===== src/rtl/cfg_hdr_check.sv =====
module cfg_hdr_check #(
  parameter int SYNC_ONES = 8,
  parameter int CODE_W = 4,
  parameter logic [CODE_W-1:0] CODE_VAL = 4'b0010,
  parameter int LEN_W = 24,
  parameter int TAIL_ONES = 4
) (
  input  logic             clk,
  input  logic             rst_n,
  input  logic             restart,
  input  logic             bit_valid,
  input  logic             bit_in,
  output logic             echo_out,
  output logic             hdr_ok,
  output logic             hdr_err,
  output logic [LEN_W-1:0] len_out
);
  localparam int CW = $clog2(SYNC_ONES + LEN_W + CODE_W + TAIL_ONES + 1);

  typedef enum logic [2:0] {S_SYNC, S_CODE, S_LEN, S_TAIL, S_DONE, S_ERR} st_t;

  st_t            st;
  logic [CW-1:0]  cnt;
  logic [LEN_W-1:0] shreg;
  logic           code_bit;

  assign code_bit = CODE_VAL[CODE_W-1-int'(cnt)];

  always_ff @(posedge clk) begin
    if (!rst_n) begin
      st <= S_SYNC;
      cnt <= '0;
      shreg <= '0;
      len_out <= '0;
      echo_out <= 1'b0;
      hdr_ok <= 1'b0;
      hdr_err <= 1'b0;
    end else begin
      echo_out <= bit_in;
      hdr_ok <= 1'b0;
      if (restart) begin
        st <= S_SYNC;
        cnt <= '0;
        hdr_err <= 1'b0;
      end else if (bit_valid) begin
        case (st)
          S_SYNC:
            if (bit_in) begin
              if (cnt < CW'(SYNC_ONES)) cnt <= cnt + 1'b1;
            end else if (cnt == CW'(SYNC_ONES) && CODE_VAL[CODE_W-1] == 1'b0) begin
              st <= S_CODE;
              cnt <= CW'(1);
            end else begin
              st <= S_ERR;
              hdr_err <= 1'b1;
            end
          S_CODE:
            if (bit_in == code_bit) begin
              if (cnt == CW'(CODE_W - 1)) begin
                st <= S_LEN;
                cnt <= '0;
              end else cnt <= cnt + 1'b1;
            end else begin
              st <= S_ERR;
              hdr_err <= 1'b1;
            end
          S_LEN: begin
            shreg <= {shreg[LEN_W-2:0], bit_in};
            if (cnt == CW'(LEN_W - 1)) begin
              st <= S_TAIL;
              cnt <= '0;
            end else cnt <= cnt + 1'b1;
          end
          S_TAIL:
            if (bit_in) begin
              if (cnt == CW'(TAIL_ONES - 1)) begin
                st <= S_DONE;
                cnt <= '0;
                hdr_ok <= 1'b1;
                len_out <= shreg;
              end else cnt <= cnt + 1'b1;
            end else begin
              st <= S_ERR;
              hdr_err <= 1'b1;
            end
          default: ;
        endcase
      end
    end
  end

  assert_echo_delay_R8: assert property (@(posedge clk) disable iff (!rst_n)
    $past(rst_n) |-> echo_out == $past(bit_in));
  assert_ok_single_R2: assert property (@(posedge clk) disable iff (!rst_n)
    hdr_ok |=> !hdr_ok);
  assert_ok_err_apart_R2: assert property (@(posedge clk) disable iff (!rst_n)
    !(hdr_ok && hdr_err));
  assert_err_sticky_R7: assert property (@(posedge clk) disable iff (!rst_n)
    hdr_err && !restart |=> hdr_err);
  assert_restart_clears_R7: assert property (@(posedge clk) disable iff (!rst_n)
    restart |=> !hdr_err);
  assert_idle_no_err_R9: assert property (@(posedge clk) disable iff (!rst_n)
    !bit_valid && !restart |=> $stable(hdr_err));
  assert_idle_no_ok_R9: assert property (@(posedge clk) disable iff (!rst_n)
    !bit_valid |=> !hdr_ok);
  assert_len_hold_R10: assert property (@(posedge clk) disable iff (!rst_n)
    !$stable(len_out) |-> hdr_ok);
endmodule


===== config.mk =====
export PLATFORM = sky130hd
export DESIGN_NAME = cfg_hdr_check
export DESIGN_NICKNAME = d
export VERILOG_FILES = /design/src/rtl/cfg_hdr_check.sv
export SDC_FILE = /design/constraint.sdc
export NUM_CORES = 1
export LEC_CHECK = 0
export CAP_MARGIN = 5
export CORE_MARGIN = 10
export CORE_UTILIZATION = 65
export CTS_CLUSTER_DIAMETER = 200
export CTS_CLUSTER_SIZE = 8
export DETAILED_ROUTE_END_ITERATION = 16
export DONT_BUFFER_PORTS = 1
export PLACE_DENSITY_LB_ADDON = 0.25
export SETUP_SLACK_MARGIN = 0.15
export SLEW_MARGIN = 40
export SYNTH_ARGS = -nofsm -noshare
export SYNTH_HDL_FRONTEND = slang
export SYNTH_SLANG_ARGS = --single-unit

===== constraint.sdc =====
create_clock -name clk -period 6.6 [get_ports clk]
set_input_delay 0.66 -clock clk [delete_from_list [all_inputs] [get_ports clk]]
set_output_delay 0.66 -clock clk [all_outputs]
set_load 0.005 [all_outputs]

After elaboration in Yosys (flattened, before gate mapping)

Index checks and enable logic that the tools add are counted.
W data, S select, Z words.

Add/sub/neg operators: 2
$mul: 0
Divide/modulo/power cells: 0
$lt $le $gt $ge: 2
Equal/unequal tests: 18
Shift-type cells: 0
Muxes and demuxes: 25
Bitwise logic cells: 5
Reductions and logical operators: 10

Operators with widths:

| cell                  | count |
|---|---|
| $mux W6               | 7 |
| $pmux W6 S4           | 1 |
| $mux W3               | 7 |
| $reduce_and A6 Y1     | 3 |
| $ne A2 B2 Y1 const B  | 7 |
| $ne A3 B3 Y1 const B  | 4 |
| $pmux W3 S4           | 1 |
| $lt A7 B4 Y1 const B  | 1 |
| $mux W1               | 7 |
| $sub A2 B6 Y7 const A | 1 |
| $add A6 B1 Y6 const B | 1 |
| $eq A3 B2 Y1 const B  | 2 |
| $eq A6 B2 Y1 const B  | 1 |
| $eq A6 B4 Y1 const B  | 1 |
| $eq A6 B5 Y1 const B  | 1 |
| $lt A6 B4 Y1 const B  | 1 |
| $not A1 Y1            | 5 |
| $reduce_and A5 Y1     | 1 |
| $reduce_or A5 Y1      | 1 |
| $reduce_bool A4 Y1    | 1 |
| $eq A3 B1 Y1 const B  | 1 |
| $logic_not A3 Y1      | 1 |
| $pmux W1 S3           | 1 |
| $reduce_and A3 Y1     | 1 |
| other kinds (4)       | 4 |

Bits in registers: 60
Bits in latches: 0
RAM bits: 0
Bits in read-only memories: 0
Input port bits: 5
Output and inout bits: 27
Word-level logic and storage cells: 69
Memories: 0

Logic depth before layout (Yosys ltp)

Depth in word-level cells: 7
Mapped depth: 8
Gate-level depth less buffers: 7

Worst setup path before layout

No wires, ideal clock.

Path kind: register to register
From: reg cnt[1]
To: reg len_out[18]
Library setup time: 0.128 ns
Data arrival time: 2.044 ns
Required time: 6.472 ns
Slack: 4.429 ns
Stages on the path, launching flop included: 9
Buffers on the path: 2
Clock period less this slack: 2.171 ns
Cells stage by stage: dfxtp_1 > ha_1 > nand2b_1 > or3b_1 > or4b_1 > buf_6 > buf_6 > mux2i_1 > nor2_1

Longest elaborated chain between the ends: 2

RTL lines:

| element                            | line | text |
|---|---|---|
| start, declared                    | 23   | `logic [CW-1:0] cnt;` |
| start signal, assigned             | 49   | `if (cnt < CW'(SYNC_ONES)) cnt <= cnt + 1'b1;` |
| start signal, assigned             | 62   | `end else cnt <= cnt + 1'b1;` |
| start signal, assigned             | 72   | `end else cnt <= cnt + 1'b1;` |
| $eq A6 B2 Y1                       | 76   | `if (cnt == CW'(TAIL_ONES - 1)) begin` |
| $reduce_and A5 Y1 (no source line) | n/a  |  |
| end signal, assigned               | 80   | `len_out <= shreg;` |
| end, declared                      | 16   | `output logic [LEN_W-1:0] len_out` |

Every way passes these cells.
A chain may end at the register's enable or synchronous reset.

Worst setup path after layout

From: reg st[0]
To: reg len_out[19]

Longest elaborated chain between the ends: 2

RTL lines:

| element                            | line | text |
|---|---|---|
| start, declared                    | 22   | `st_t st;` |
| start signal, assigned             | 31   | `st <= S_SYNC;` |
| start signal, assigned             | 42   | `st <= S_SYNC;` |
| start signal, assigned             | 51   | `st <= S_CODE;` |
| $eq A3 B2 Y1                       | 46   | `case (st)` |
| $reduce_and A5 Y1 (no source line) | n/a  |  |

Every way passes these cells.

==> impl_metrics.py <==
metrics = {
    "clock_tree": {
        "htreeDepth": 3,
        "cts_tree": "yes",
        "numCtsBuffers": 9,
        "clk_pin_slew_worst_paths_ns": 0.07,
        "cts_setup_buffers": 0,
        "clk_latency_ns": 0.32,
        "root_buffer": "clkbuf_8",
        "cts_resized": 0,
        "clockBufferDepth": 2,
        "cts_sinks": 60,
        "hold_buffers": 0,
    },
    "synthesis": {
        "synthMuxAreaShare_pct": 9.94,
        "synth_common_cells": "dfxtp_1 (60), nand2_1 (59), a21oi_1 (35), nor2_1 (32), mux2i_1 (25)",
        "ys_seq_area_share_pct": 47.7,
        "yosysTopAreaCellShare_pct": 47.7,
        "synth_edf_count": 0,
        "async_flop_share_pct": 0,
        "synth_ff_type": "dfxtp_1",
        "synth_xor_area_share_pct": 0.696,
        "ys_types": 40,
        "synth.avg_cell_area_um2": 8.53,
        "synth_top_family_by_area": "simple AND/OR/NAND/NOR gates",
        "yosysTopAreaCell": "dfxtp_1",
        "synth_simple_gate_area_share_pct": 22.1,
        "synthCells": 295,
        "synth_compound_area_share_pct": 12.8,
        "synth_nets": 303,
        "synth_fa_ha_area_share_pct": 1.49,
        "synth_area_um2": 2520,
        "synth_warnings": 0,
        "yosys.cell_count.top_type": "dfxtp_1",
        "synthTopCellsByArea": "dfxtp_1 (48%), mux2i_1 (9.9%), nand2_1 (8.8%)",
        "ys_ff_latch": 60,
    },
    "placement": {
        "dp_hpwl_mm": 3.42,
        "dp.cells": 325,
        "portBuffers": 0,
        "globalplace.congestion": 0.962,
        "dpl_cell_area_um2": 2490,
    },
    "drt": {
        "drt_iter0_markers": 137,
        "drcViolationCount": 0,
        "routedWlPerCell_um": 14.7,
        "routed_wl_mm": 5.01,
        "via_per_inst": 5.81,
        "ant_nets": 0,
        "drtPass1Iterations": 5,
        "route.vias.total": 1980,
    },
    "setup_path": {
        "rrSetupSlack_ns": 3.82,
        "cp_slowest_cell": "or4b_1",
        "cp_slowest_stage_delay_ns": 0.82,
        "startpoint_type": "register",
        "worstSetupEndpointType": "register",
        "path_class": "reg -> reg",
        "timing.critical_path.fanout_max": 18,
        "crit_arrival_ns": 2.96,
        "worstPathRequired_ns": 6.79,
        "cp_cell_sequence": "nand2b_1, or3b_1, or4b_1, buf_4, mux2i_1, nor2_1",
    },
    "outcome": {
        "outcome": "complete, no violations",
    },
    "sta": {
        "fin_crit_sh_pct": 42.1,
        "period_minus_slack_ns": 2.78,
        "setup_viol": 0,
        "fmax_mhz": 360,
        "slew_violations": 0,
        "rsz0062_at_grt": "no",
        "clock_skew_ns": 0.0107,
        "slew_headroom_pct": 46.1,
        "setup_tns_ns": 0,
        "hold_viol": 0,
        "worst_pin_slew_ns": 0.809,
        "whs_ns": 0.463,
    },
    "global_routing": {
        "grt.overflow.total": 0,
        "grt_max_degree": 30,
        "grt_pass1_wl_mm": 8.43,
        "grt_pass1_vias": 1830,
        "grt_usage_pct": 15.6,
        "antenna_found_initial": 0,
    },
    "final_layout": {
        "nFillCells": 288,
        "fin_util_pct": 72.3,
        "area_growth_syn_to_layout_pct": 6.66,
        "drive_above_1_share_pct": 7.17,
        "finalNetCount": 296,
        "fin_area_um2": 2690,
        "fin_cells": 341,
        "antennaDiodeCount": 0,
    },
    "floorplan": {
        "design.die.area_um2": 6760,
        "fp.dieW_um": 82.2,
        "die_h_um": 82.2,
        "top_level_ports": 32,
        "coreArea_um2": 3720,
        "std_cell_rows": 22,
        "start_util_pct": 67.7,
    },
    "power": {
        "power.leakage_nw": 1.07,
        "ir_drop_v": 0.000147,
        "powerDensity_nw_per_um2": 262,
    },
    "worst_hold_path": {
        "hold_path.class": "reg -> reg",
    },
    "flow_run": {
        "max_cap_violations": 0,
    },
}
sequential cells by signal (all words and copies together) (netlist names):
name and count:
cnt 6, hdr_err 1, echo_out 1, len_out 24, hdr_ok 1, shreg 24, st 3
critical path: cells and delay by family, from the launching register on:
family                 cells  cell delay, ns
buffers and inverters      1            0.35
multiplexers               1            0.18
flip-flops                 1            0.65
AND/OR/NAND/NOR            4            1.45
layer usage:
| metal | wire [um] | track usage, % | part of all wire [%] | vias up |
|---|---|---|---|---|
| met5 | 0 | 0 | 0 | - |
| met4 | 34 | 5.61 | 0.68 | 0 |
| met3 | 381 | 5.94 | 7.6 | 4 |
| met2 | 2340 | 25.5 | 47 | 52 |
| met1 | 2260 | 18.2 | 45 | 936 |
| li1 | - | - | - | 988 |
worst paths after layout:
kind                                   end  cells after the start                   start
setup / recovery  len_out[19]$_SDFFE_PN0P_                      6      st[0]$_SDFFE_PP0P_
hold / removal      shreg[23]$_SDFFE_PN0P_                      2  shreg[23]$_SDFFE_PN0P_
setup reg to reg  len_out[19]$_SDFFE_PN0P_                      6      st[0]$_SDFFE_PP0P_
hold reg to reg     shreg[23]$_SDFFE_PN0P_                      2  shreg[23]$_SDFFE_PN0P_
logic make-up after synthesis:
kind of cell | count (synthesis)
AO/OA/AOI/OAI | 55
multiplexers | 25
flip-flops | 60
AND/OR/NAND/NOR | 124
XOR/XNOR | 2
adder cells (fa/ha/maj) | 3
buffers and inverters | 26
power breakdown:
group          internal, W  total (W)  switching [W]
sequential        0.000363   0.000366     0.00000222
clock             0.000184   0.000319       0.000135
combinational   0.00000603  0.0000194      0.0000134
total             0.000554   0.000704       0.000151
layout make-up:
type | count | area [um2] | share of cell area [%]
well taps | 48 | 60.1 | 2.24
repair buffers | 3 | 22.5 | 0.839
inverters | 5 | 18.8 | 0.699
clock inverters | 4 | 48.8 | 1.82
multi-input cells | 209 | 1190 | 44.3
clock buffers | 12 | 145 | 5.41
flip-flops and latches | 60 | 1200 | 44.7
stage by stage:
step,worst slack [ns],power (W)
floorplan,4.43,0.000390
global placement,3.90,0.000393
detailed placement,3.84,0.000393
CTS,3.83,0.000709
global route,3.60,0.000729
finish,3.82,0.000704
layout by cell type (no fill, tap or decap), types with 4 or more instances in the layout:
cell      netlist  routed
dfxtp_1        60      60
nand2_1        59      59
a21oi_1        35      35
nor2_1         32      32
mux2i_1        25      25
clkbuf_8        0      10
nand3_1         8       8
inv_1           5       5
nand2b_1        5       5
o21ai_0         4       4
(Power assumes the default switching activity.)
